## config.mk

```make
export PLATFORM = sky130hd
export DESIGN_NAME = indir_resolve
export DESIGN_NICKNAME = d
export VERILOG_FILES = /design/src/rtl/indir_pkg.sv /design/src/rtl/indir_gen_filter.sv /design/src/rtl/indir_line_pick.sv /design/src/rtl/indir_out_slot.sv /design/src/rtl/indir_resolve.sv
export SDC_FILE = /design/constraint.sdc
export NUM_CORES = 1
export LEC_CHECK = 0
export BUFFER_PORTS_ARGS = -buffer_cell sky130_fd_sc_hd__buf_4
export CORE_ASPECT_RATIO = 1.4
export CORE_UTILIZATION = 48
export CTS_CLUSTER_DIAMETER = 40
export DETAILED_ROUTE_END_ITERATION = 6
export HOLD_SLACK_MARGIN = 0.15
export PLACE_DENSITY = 0.91
export SETUP_SLACK_MARGIN = 0.15
export SLEW_MARGIN = 25
export SYNTH_ARGS = -nofsm -noshare
export SYNTH_HDL_FRONTEND = slang
export SYNTH_SLANG_ARGS = --single-unit
```

## constraint.sdc

```tcl
create_clock -name clk -period 3.45 [get_ports clk]
set_clock_uncertainty 0.15 [all_clocks]
set_input_delay 0.1725 -clock clk [delete_from_list [all_inputs] [get_ports clk]]
set_output_delay 0.1725 -clock clk [all_outputs]
set_load 0.01 [all_outputs]
```

## src/rtl/indir_pkg.sv

```systemverilog
package indir_pkg;
  typedef enum logic [1:0] {
    GEN_LOCAL  = 2'd0,
    GEN_GLOBAL = 2'd1,
    GEN_STALE  = 2'd2
  } gen_class_e;
endpackage

```

## src/rtl/indir_gen_filter.sv

```systemverilog
module indir_gen_filter
  import indir_pkg::*;
#(
  parameter int GEN_W = 4
) (
  input  logic             clk,
  input  logic             rst,
  input  logic             restart_i,
  input  logic [GEN_W-1:0] glob_gen_i,
  input  logic [GEN_W-1:0] in_gen_i,
  input  logic             adopt_i,
  output gen_class_e       cls_o
);
  logic [GEN_W-1:0] loc_q;
  logic [GEN_W-1:0] loc_eff;

  // a restart in this cycle already counts for the instruction presented
  assign loc_eff = restart_i ? glob_gen_i : loc_q;

  always_comb begin
    if (in_gen_i == loc_eff)         cls_o = GEN_LOCAL;
    else if (in_gen_i == glob_gen_i) cls_o = GEN_GLOBAL;
    else                             cls_o = GEN_STALE;
  end

  always_ff @(posedge clk) begin
    if (rst)                        loc_q <= '0;
    else if (restart_i || adopt_i)  loc_q <= glob_gen_i;
  end
endmodule

```

## src/rtl/indir_line_pick.sv

```systemverilog
module indir_line_pick #(
  parameter int LINE_WORDS = 8,
  parameter int WORD_W     = 12,
  localparam int OFF_W     = $clog2(LINE_WORDS)
) (
  input  logic [LINE_WORDS*WORD_W-1:0] line_i,
  input  logic [OFF_W-1:0]             off_i,
  input  logic                         autoinc_i,
  output logic [WORD_W-1:0]            ptr_o,
  output logic [LINE_WORDS*WORD_W-1:0] st_data_o,
  output logic [LINE_WORDS-1:0]        st_mask_o
);
  logic [WORD_W-1:0] raw;

  assign raw   = line_i[off_i*WORD_W +: WORD_W];
  assign ptr_o = autoinc_i ? raw + 1'b1 : raw;  // wraps modulo 2**WORD_W

  for (genvar w = 0; w < LINE_WORDS; w++) begin : g_word
    assign st_mask_o[w] = (off_i == OFF_W'(w));
    assign st_data_o[w*WORD_W +: WORD_W] = st_mask_o[w] ? ptr_o : '0;
  end
endmodule

```

## src/rtl/indir_out_slot.sv

```systemverilog
module indir_out_slot #(
  parameter int W = 8
) (
  input  logic         clk,
  input  logic         rst,
  input  logic         load_i,
  input  logic [W-1:0] data_i,
  output logic         can_o,
  output logic         valid_o,
  input  logic         ready_i,
  output logic [W-1:0] data_o
);
  assign can_o = !valid_o || ready_i;

  always_ff @(posedge clk) begin
    if (rst) begin
      valid_o <= 1'b0;
      data_o  <= '0;
    end else if (load_i) begin
      valid_o <= 1'b1;
      data_o  <= data_i;
    end else if (ready_i) begin
      valid_o <= 1'b0;
    end
  end
endmodule

```

## src/rtl/indir_resolve.sv

```systemverilog
module indir_resolve
  import indir_pkg::*;
#(
  parameter int GEN_W      = 4,
  parameter int DF_W       = 3,
  parameter int WORD_W     = 12,
  parameter int LINE_WORDS = 8,
  parameter int TAG_W      = 8,
  localparam int ADDR_W    = DF_W + WORD_W,
  localparam int OFF_W     = $clog2(LINE_WORDS),
  localparam int LINE_AW   = ADDR_W - OFF_W,
  localparam int LINE_W    = LINE_WORDS * WORD_W
) (
  input  logic               clk,
  input  logic               rst,
  input  logic               restart_i,
  input  logic [GEN_W-1:0]   glob_gen_i,
  input  logic [DF_W-1:0]    dfield_i,
  input  logic               in_valid_i,
  output logic               in_ready_o,
  input  logic [GEN_W-1:0]   in_gen_i,
  input  logic [ADDR_W-1:0]  in_addr_i,
  input  logic               in_autoinc_i,
  input  logic               in_need_load_i,
  input  logic [TAG_W-1:0]   in_tag_i,
  input  logic               rsp_valid_i,
  input  logic [LINE_AW-1:0] rsp_line_i,
  input  logic [LINE_W-1:0]  rsp_data_i,
  output logic               ld_valid_o,
  input  logic               ld_ready_i,
  output logic [LINE_AW-1:0] ld_line_o,
  output logic               st_valid_o,
  input  logic               st_ready_i,
  output logic [LINE_AW-1:0] st_line_o,
  output logic [LINE_W-1:0]  st_data_o,
  output logic [LINE_WORDS-1:0] st_mask_o,
  output logic               ex_valid_o,
  input  logic               ex_ready_i,
  output logic [GEN_W-1:0]   ex_gen_o,
  output logic [ADDR_W-1:0]  ex_addr_o,
  output logic               ex_load_o,
  output logic [TAG_W-1:0]   ex_tag_o
);
  localparam int ST_W = LINE_AW + LINE_W + LINE_WORDS;
  localparam int EX_W = GEN_W + ADDR_W + 1 + TAG_W;

  gen_class_e          cls;
  logic                ld_can, st_can, ex_can;
  logic                go, stale, hit, accept, adopt;
  logic [OFF_W-1:0]    off;
  logic [LINE_AW-1:0]  line;
  logic [WORD_W-1:0]   ptr;
  logic [LINE_W-1:0]   pk_data;
  logic [LINE_WORDS-1:0] pk_mask;
  logic [ADDR_W-1:0]   final_addr;
  logic [ST_W-1:0]     st_bus;
  logic [EX_W-1:0]     ex_bus;

  assign off   = in_addr_i[OFF_W-1:0];
  assign line  = in_addr_i[ADDR_W-1:OFF_W];
  assign go    = in_valid_i && ld_can && st_can && ex_can;
  assign stale = (cls == GEN_STALE);
  assign hit   = rsp_valid_i && (rsp_line_i == line);
  assign accept     = go && !stale && hit;
  assign adopt      = go && (cls == GEN_GLOBAL);
  assign in_ready_o = go && (stale || hit);
  assign final_addr = {dfield_i, ptr};

  indir_gen_filter #(.GEN_W(GEN_W)) u_gen (
    .clk(clk), .rst(rst), .restart_i(restart_i), .glob_gen_i(glob_gen_i),
    .in_gen_i(in_gen_i), .adopt_i(adopt), .cls_o(cls)
  );

  indir_line_pick #(.LINE_WORDS(LINE_WORDS), .WORD_W(WORD_W)) u_pick (
    .line_i(rsp_data_i), .off_i(off), .autoinc_i(in_autoinc_i),
    .ptr_o(ptr), .st_data_o(pk_data), .st_mask_o(pk_mask)
  );

  indir_out_slot #(.W(LINE_AW)) u_ld (
    .clk(clk), .rst(rst), .load_i(accept && in_need_load_i),
    .data_i(final_addr[ADDR_W-1:OFF_W]), .can_o(ld_can),
    .valid_o(ld_valid_o), .ready_i(ld_ready_i), .data_o(ld_line_o)
  );

  indir_out_slot #(.W(ST_W)) u_st (
    .clk(clk), .rst(rst), .load_i(accept && in_autoinc_i),
    .data_i({line, pk_data, pk_mask}), .can_o(st_can),
    .valid_o(st_valid_o), .ready_i(st_ready_i), .data_o(st_bus)
  );
  assign {st_line_o, st_data_o, st_mask_o} = st_bus;

  indir_out_slot #(.W(EX_W)) u_ex (
    .clk(clk), .rst(rst), .load_i(accept),
    .data_i({in_gen_i, final_addr, in_need_load_i, in_tag_i}), .can_o(ex_can),
    .valid_o(ex_valid_o), .ready_i(ex_ready_i), .data_o(ex_bus)
  );
  assign {ex_gen_o, ex_addr_o, ex_load_o, ex_tag_o} = ex_bus;
endmodule

```

Yosys cells after proc, flatten, opt, wreduce, memory -nomap -nowiden
Index checks and enable logic that the tools add are counted.
- register bits: 163
- bits in latches: 0
- bits in writable memories: 0
- memory bits (read-only): 0
- bits of input ports: 152
- output and inout port bits: 160
- logic and storage cells: 63
- memories: 0
- $add $sub $neg: 1
- multipliers: 1
- div/mod/pow operators: 0
- order comparisons: 0
- equality and inequality tests: 12
- shifts and indexed selects: 1
- mux-type cells: 18
- bitwise operators: 0
- reductions and logical operators: 23
- operator list (operator ; number):
    2-to-1 mux 12 bit ; 9
    variable part select 96 x 8 -> 12 bit ; 1
    adder 12 x 1 -> 12 bit (second input constant) ; 1
    equality test 12 bit ; 1
    equality test 3 bit (second input constant) ; 4
    logical AND 1 bit ; 10
    equality test 4 bit ; 2
    equality test 3 x 2 -> 1 bit (second input constant) ; 2
    2-to-1 mux 1 bit ; 6
    nonzero test 2 bit ; 3
    logical OR 1 bit ; 5
    multiplier 3 x 2 -> 5 bit (second input constant) ; 1
    logical NOT 1 bit ; 4
    2-to-1 mux 2 bit ; 2
    2-to-1 mux 4 bit ; 1
    equality test 3 x 1 -> 1 bit (second input constant) ; 1
    logical NOT 3 bit ; 1
    equality test 2 x 1 -> 1 bit (second input constant) ; 1
    equality test 2 bit (second input constant) ; 1

Depth between registers and ports, before layout
- depth after elaboration: 9
- depth in mapped cells: 13
- depth with buffers taken out: 11

By module
From an unflattened synthesis, not the netlist that was laid out.
- cells, all modules: 824
- area total of the unflattened synthesis: 7955.1 um2
- by module, submodules not included (module ; instances ; cells an instance ; area each (um2) ; sequential area each (um2)):
    indir_out_slot at u_st ; 1 ; 378 ; 4132.7 ; 2342.2
    indir_line_pick ; 1 ; 251 ; 1830.5 ; 0.0
    indir_out_slot at u_ex ; 1 ; 94 ; 1033.5 ; 580.6
    indir_out_slot at u_ld ; 1 ; 43 ; 476.7 ; 260.2
    indir_gen_filter ; 1 ; 34 ; 292.8 ; 80.1
    indir_resolve ; 1 ; 24 ; 188.9 ; 0.0

Worst setup path after synthesis
No wires, ideal clock.
- kind: input to register
- from: input in_addr_i[1]
- to: register u_st.data_o[38]
- library setup time: 0.117 ns
- arrival: 2.276 ns
- data required time: 3.183 ns
- path slack: 0.907 ns
- cell stages on the path: 13
- path buffers: 2
- cell sequence: buf_2 buf_2 nand2_1 o22ai_1 a211oi_1 ha_1 nand2_1 inv_1 o211ai_1 nor4_1 xnor2_1 and2_1 a22o_1
- cells in the longest elaborated chain, start to end: 5
- elaborated cells between the ends (all ways): 6
- classes of those cells: 1 x add/sub; 1 x mul; 1 x eq/ne; 1 x shift; 2 x mux
- RTL lines (what ; line ; RTL):
    from (decl) ; indir_resolve.sv:22 ; input logic [ADDR_W-1:0] in_addr_i,
    multiplier 3 x 2 -> 5 bit ; indir_line_pick.sv:15 ; assign raw = line_i[off_i*WORD_W +: WORD_W];
    variable part select 96 x 8 -> 12 bit ; indir_line_pick.sv:15 ;
    adder 12 x 1 -> 12 bit ; indir_line_pick.sv:16 ; assign ptr_o = autoinc_i ? raw + 1'b1 : raw;
    2-to-1 mux 12 bit ; indir_line_pick.sv:16 ;
    2-to-1 mux 12 bit (*) ; indir_line_pick.sv:20 ; assign st_data_o[w*WORD_W +: WORD_W] = st_mask_o[w] ? ptr_o : '0;
    to (signal assigned) ; indir_out_slot.sv:21 ; data_o <= data_i;
    to (decl) ; indir_out_slot.sv:11 ; output logic [W-1:0] data_o
Every way passes the cells marked *; elsewhere a longest branch is shown, timed or not.
A chain may end at the register's enable or synchronous reset.

Worst setup path after layout
- from: input in_addr_i[10]
- to: register u_ld.data_o[10]
- cells in the longest elaborated chain, start to end: 4
- RTL lines (what ; line ; RTL):
    equality test 12 bit ; indir_resolve.sv:63 ; assign hit = rsp_valid_i && (rsp_line_i == line);
    logical AND 1 bit ; indir_resolve.sv:63 ;
    logical AND 1 bit ; indir_resolve.sv:64 ; assign accept = go && !stale && hit;
    logical AND 1 bit ; indir_resolve.sv:80 ; .clk(clk), .rst(rst), .load_i(accept && in_need_load_i),
    to (signal assigned) ; indir_out_slot.sv:21 ;
    to (decl) ; indir_out_slot.sv:11 ;
Every way passes these cells.

==> run_results.csv <==
group,metric,value,unit
final_layout,fin_cells,1347,
power,finalPower,0.00441,W
worst_setup_path,r2r_slack,460,ps
hold_path,hold_end,"u_st.data_o[111]$_SDFFE_PP0P_",
final_layout,finish.utilization,73.4,%
synthesis,synth.distinct_cells,61,
final_layout,diodes,0,
worst_setup_path,cp.required,3670,ps
final_layout,layout.nets,1298,
placement,gp_congestion,0.936,
power,clock_power_share,43.6,%
power,powerDensity,412,nW/um^2
synthesis,synth_edf_count,0,
clock_network,cts_tree,"done",
timing,min_period,3170,ps
die,die-width,105,um
die,core_area,14600,sq um
clock_network,cts_max_level,4,
grt,gr-usage-all-layers,33.5,%
flow_run,drv_cap,0,
timing,slew_viol_final,0,
timing,fin_crit_sh,92.0,%
worst_setup_path,cp-end-kind,"flip-flop",
detailed_routing,drtPass1Iterations,7,
placement,dp_hpwl,18000,um
hold_path,min_from,"rst",
grt,grt_start_max_net_pins,71,
worst_setup_path,cp-start-kind,"input port",
grt,antenna_found_initial,0,
synthesis,ys_ff_latch,163,
timing,finalSetupViolCount,0,
detailed_routing,drc,0,
clock_network,clkTransAtPathRegs,70,ps
clock_network,clk_path_buf_depth,2,
synthesis,synth.net_count,969,
timing,fin_ws,277,ps
power,cellLeakagePower,4.49,nW
detailed_routing,wire_per_inst,19.2,um
final_layout,area_growth,48.7,%
grt,grt.overflow.total,0,
timing,rsz0062_at_grt,"true",
detailed_routing,ant_nets,0,
power,p_int,0.00327,W
synthesis,synthArstFlopShare,0,%
placement,buffer_ports.inserted,311,
grt,grt_pass1_vias,7399,
synthesis,syn_area,7190,sq um
worst_setup_path,worstPathArrival,3400,ps
synthesis,synth_ff_type,"dfxtp_1",
synthesis,synth_area_leader_cell,"dfxtp_1",
grt,grt_pass1_wl,40100,um
placement,pre_cts_ws,213,ps
die,dieArea,15500,sq um
die,rows,52,
die,initial_core_util,49.3,%
timing,worstMarginPinSlew,989,ps
power,ir_drop,0.254,mV
final_layout,fill_cells,1074,
power,switching_share,25.8,%
run_status,status,"completed",
die,die_y,147,um
timing,timing_hold_violations_final,0,
clock_network,cts_root_buffer,"clkbuf_16",
worst_setup_path,cp_max_fo,12,
hold_path,hold_depth,2,
final_layout,layout-drive-gt1-share,35.2,%
placement,dp_cells,1272,
timing,slew_headroom,33.9,%
synthesis,synth_cells,816,
hold_path,hp-class,"in -> reg",
synthesis,yosys-top-cells-count,"dfxtp_1 (163), nand2_1 (130), nor2_1 (78)",
power,p_seq_share,42.8,%
synthesis,yosysMostFrequentCell,"dfxtp_1",
detailed_routing,vias,7546,
synthesis,ys.warnings.count,0,
worst_setup_path,worstSetupPathType,"in -> reg",
timing,setup-tns-final,0,ps
detailed_routing,drt_iter0_markers,572,
timing,fmax,0.315,GHz
die,pin_count,312,
worst_setup_path,r2r_start,"u_gen.loc_q[3]$_SDFFE_PP0P_",
clock_network,cts_buffers,17,
worst_setup_path,r2r_cells,9,
detailed_routing,viasPerCell,5.60,
detailed_routing,wl,25800,um
clock_network,clock_latency,420,ps
synthesis,netlist_top_cells_area,"dfxtp_1 (45%), nand2_1 (6.8%), a21oi_1 (5.2%)",
synthesis,ys_seq_area_share,45.4,%
clock_network,clock-sinks,163,
worst_setup_path,r2r_end,"u_ld.data_o[10]$_SDFFE_PP0P_",
clock_network,postCtsSetupBuffers,0,
synthesis,synth_top_cell_area_share,45.4,%
power,comb_power_share,13.6,%
power,power_switching,0.00114,W
synthesis,syn_avg_cell_area,8.81,sq um
[cells by family after synthesis]
group / Yosys count / synth area share (%)
flops: 163 / 45.4
simple gates: 317 / 20.6
compound gates: 188 / 17.3
buf+inv: 73 / 4.87
mux: 43 / 7.27
xor+xnor: 31 / 4.35
fa+ha+maj: 1 / 0.174
[power by group through the flow]
stage / logic (W) / clock network [W] / registers (W)
floorplan: 0.000295 / 0 / 0.00193
global placement: 0.000537 / 0 / 0.00193
detailed placement: 0.000543 / 0 / 0.00193
CTS: 0.000584 / 0.00194 / 0.00189
global route: 0.000638 / 0.00203 / 0.00188
finish: 0.000601 / 0.00192 / 0.00189
[timing repair]
| item | in CTS | in global routing |
|---|---|---|
| setup endpoints to repair | 0 | 31 |
| hold endpoints to repair | 51 | 0 |
| hold buffers | 43 | 0 |
| gates resized for setup | 0 | 4 |
[critical path, stage by stage]
cell and delay, ps:
dlygate4sd3_1 540, buf_4 150, xnor2_1 230, nand3_1 120, or4_1 710, nor3_4 300, and2_2 370, nand2_1 100
a21oi_1 130, dlygate4sd3_1 570
[registers in the layout, summed over array words and instances (netlist names)]
| register | cells |
|---|---|
| u_st.data_o | 116 |
| u_ld.valid_o | 1 |
| u_gen.loc_q | 4 |
| u_ex.data_o | 28 |
| u_st.valid_o | 1 |
| u_ld.data_o | 12 |
| u_ex.valid_o | 1 |
[cell type report]
type	count	area, sq um	area share (%)
Inverter	6	22.5	0.211
Sequential cell	163	3260	30.5
Multi-Input combinational cell	580	3620	33.9
Timing Repair Buffer	377	2940	27.5
Clock inverter	14	166	1.56
Clock buffer	18	439	4.11
Tap cell	189	236	2.21
[metrics by stage]
step           hold slack [ps]  area (sq um)
6_report                   161         10700
5_1_grt                    188         10700
4_1_cts                    152         10700
3_5_place_dp               281          9630
3_3_place_gp               269          9630
2_1_floorplan              158          7190
[cell usage in the layout, fill, tap and decap left out, types with 7 or more instances in the layout]
cell	synthesis	routed
a32o_1	8	8
mux2i_1	23	23
nand4_1	14	14
o22ai_1	12	12
nor3_1	24	24
nand3b_1	14	14
o31ai_1	30	30
nand2_1	130	130
clkbuf_16	0	17
nand3_1	21	21
dlygate4sd3_1	0	43
nand2b_1	7	7
mux2_2	14	14
buf_4	0	334
a21oi_1	74	74
dfxtp_1	163	163
a211oi_1	13	13
xor2_1	10	10
xnor2_1	17	16
a22oi_1	9	9
o21ai_0	11	11
nor2_1	78	77
[metal layers]
| metal | GRT usage (%) | wire [um] | vias up | part of all wire, % |
|---|---|---|---|---|
| met5 | 0 | 0 | - | 0 |
| met1 | 38.2 | 9570 | 3519 | 37 |
| met2 | 58.2 | 13000 | 394 | 50 |
| met4 | 18.7 | 1320 | 0 | 5.1 |
| li1 | - | - | 3554 | - |
| met3 | 7.01 | 1920 | 79 | 7.4 |
[how the worst max path moves through the flow]
stage | from | endpoint | slack, ps | depth (start not counted)
final | in_addr_i[10] | u_ld.data_o[10]$_SDFFE_PP0P_ | 280 | 10
after floorplan | in_addr_i[1] | u_st.data_o[38]$_SDFFE_PP0P_ | 910 | 13
after global placement | in_addr_i[0] | u_st.data_o[101]$_SDFFE_PP0P_ | 270 | 9
after CTS | in_addr_i[10] | u_st.data_o[53]$_SDFFE_PP0P_ | 180 | 8
after detailed placement | in_addr_i[0] | u_st.data_o[53]$_SDFFE_PP0P_ | 210 | 9
after global routing | glob_gen_i[0] | u_st.data_o[70]$_SDFFE_PP0P_ | 150 | 11
Note: power is estimated with default switching activity, not from simulation.
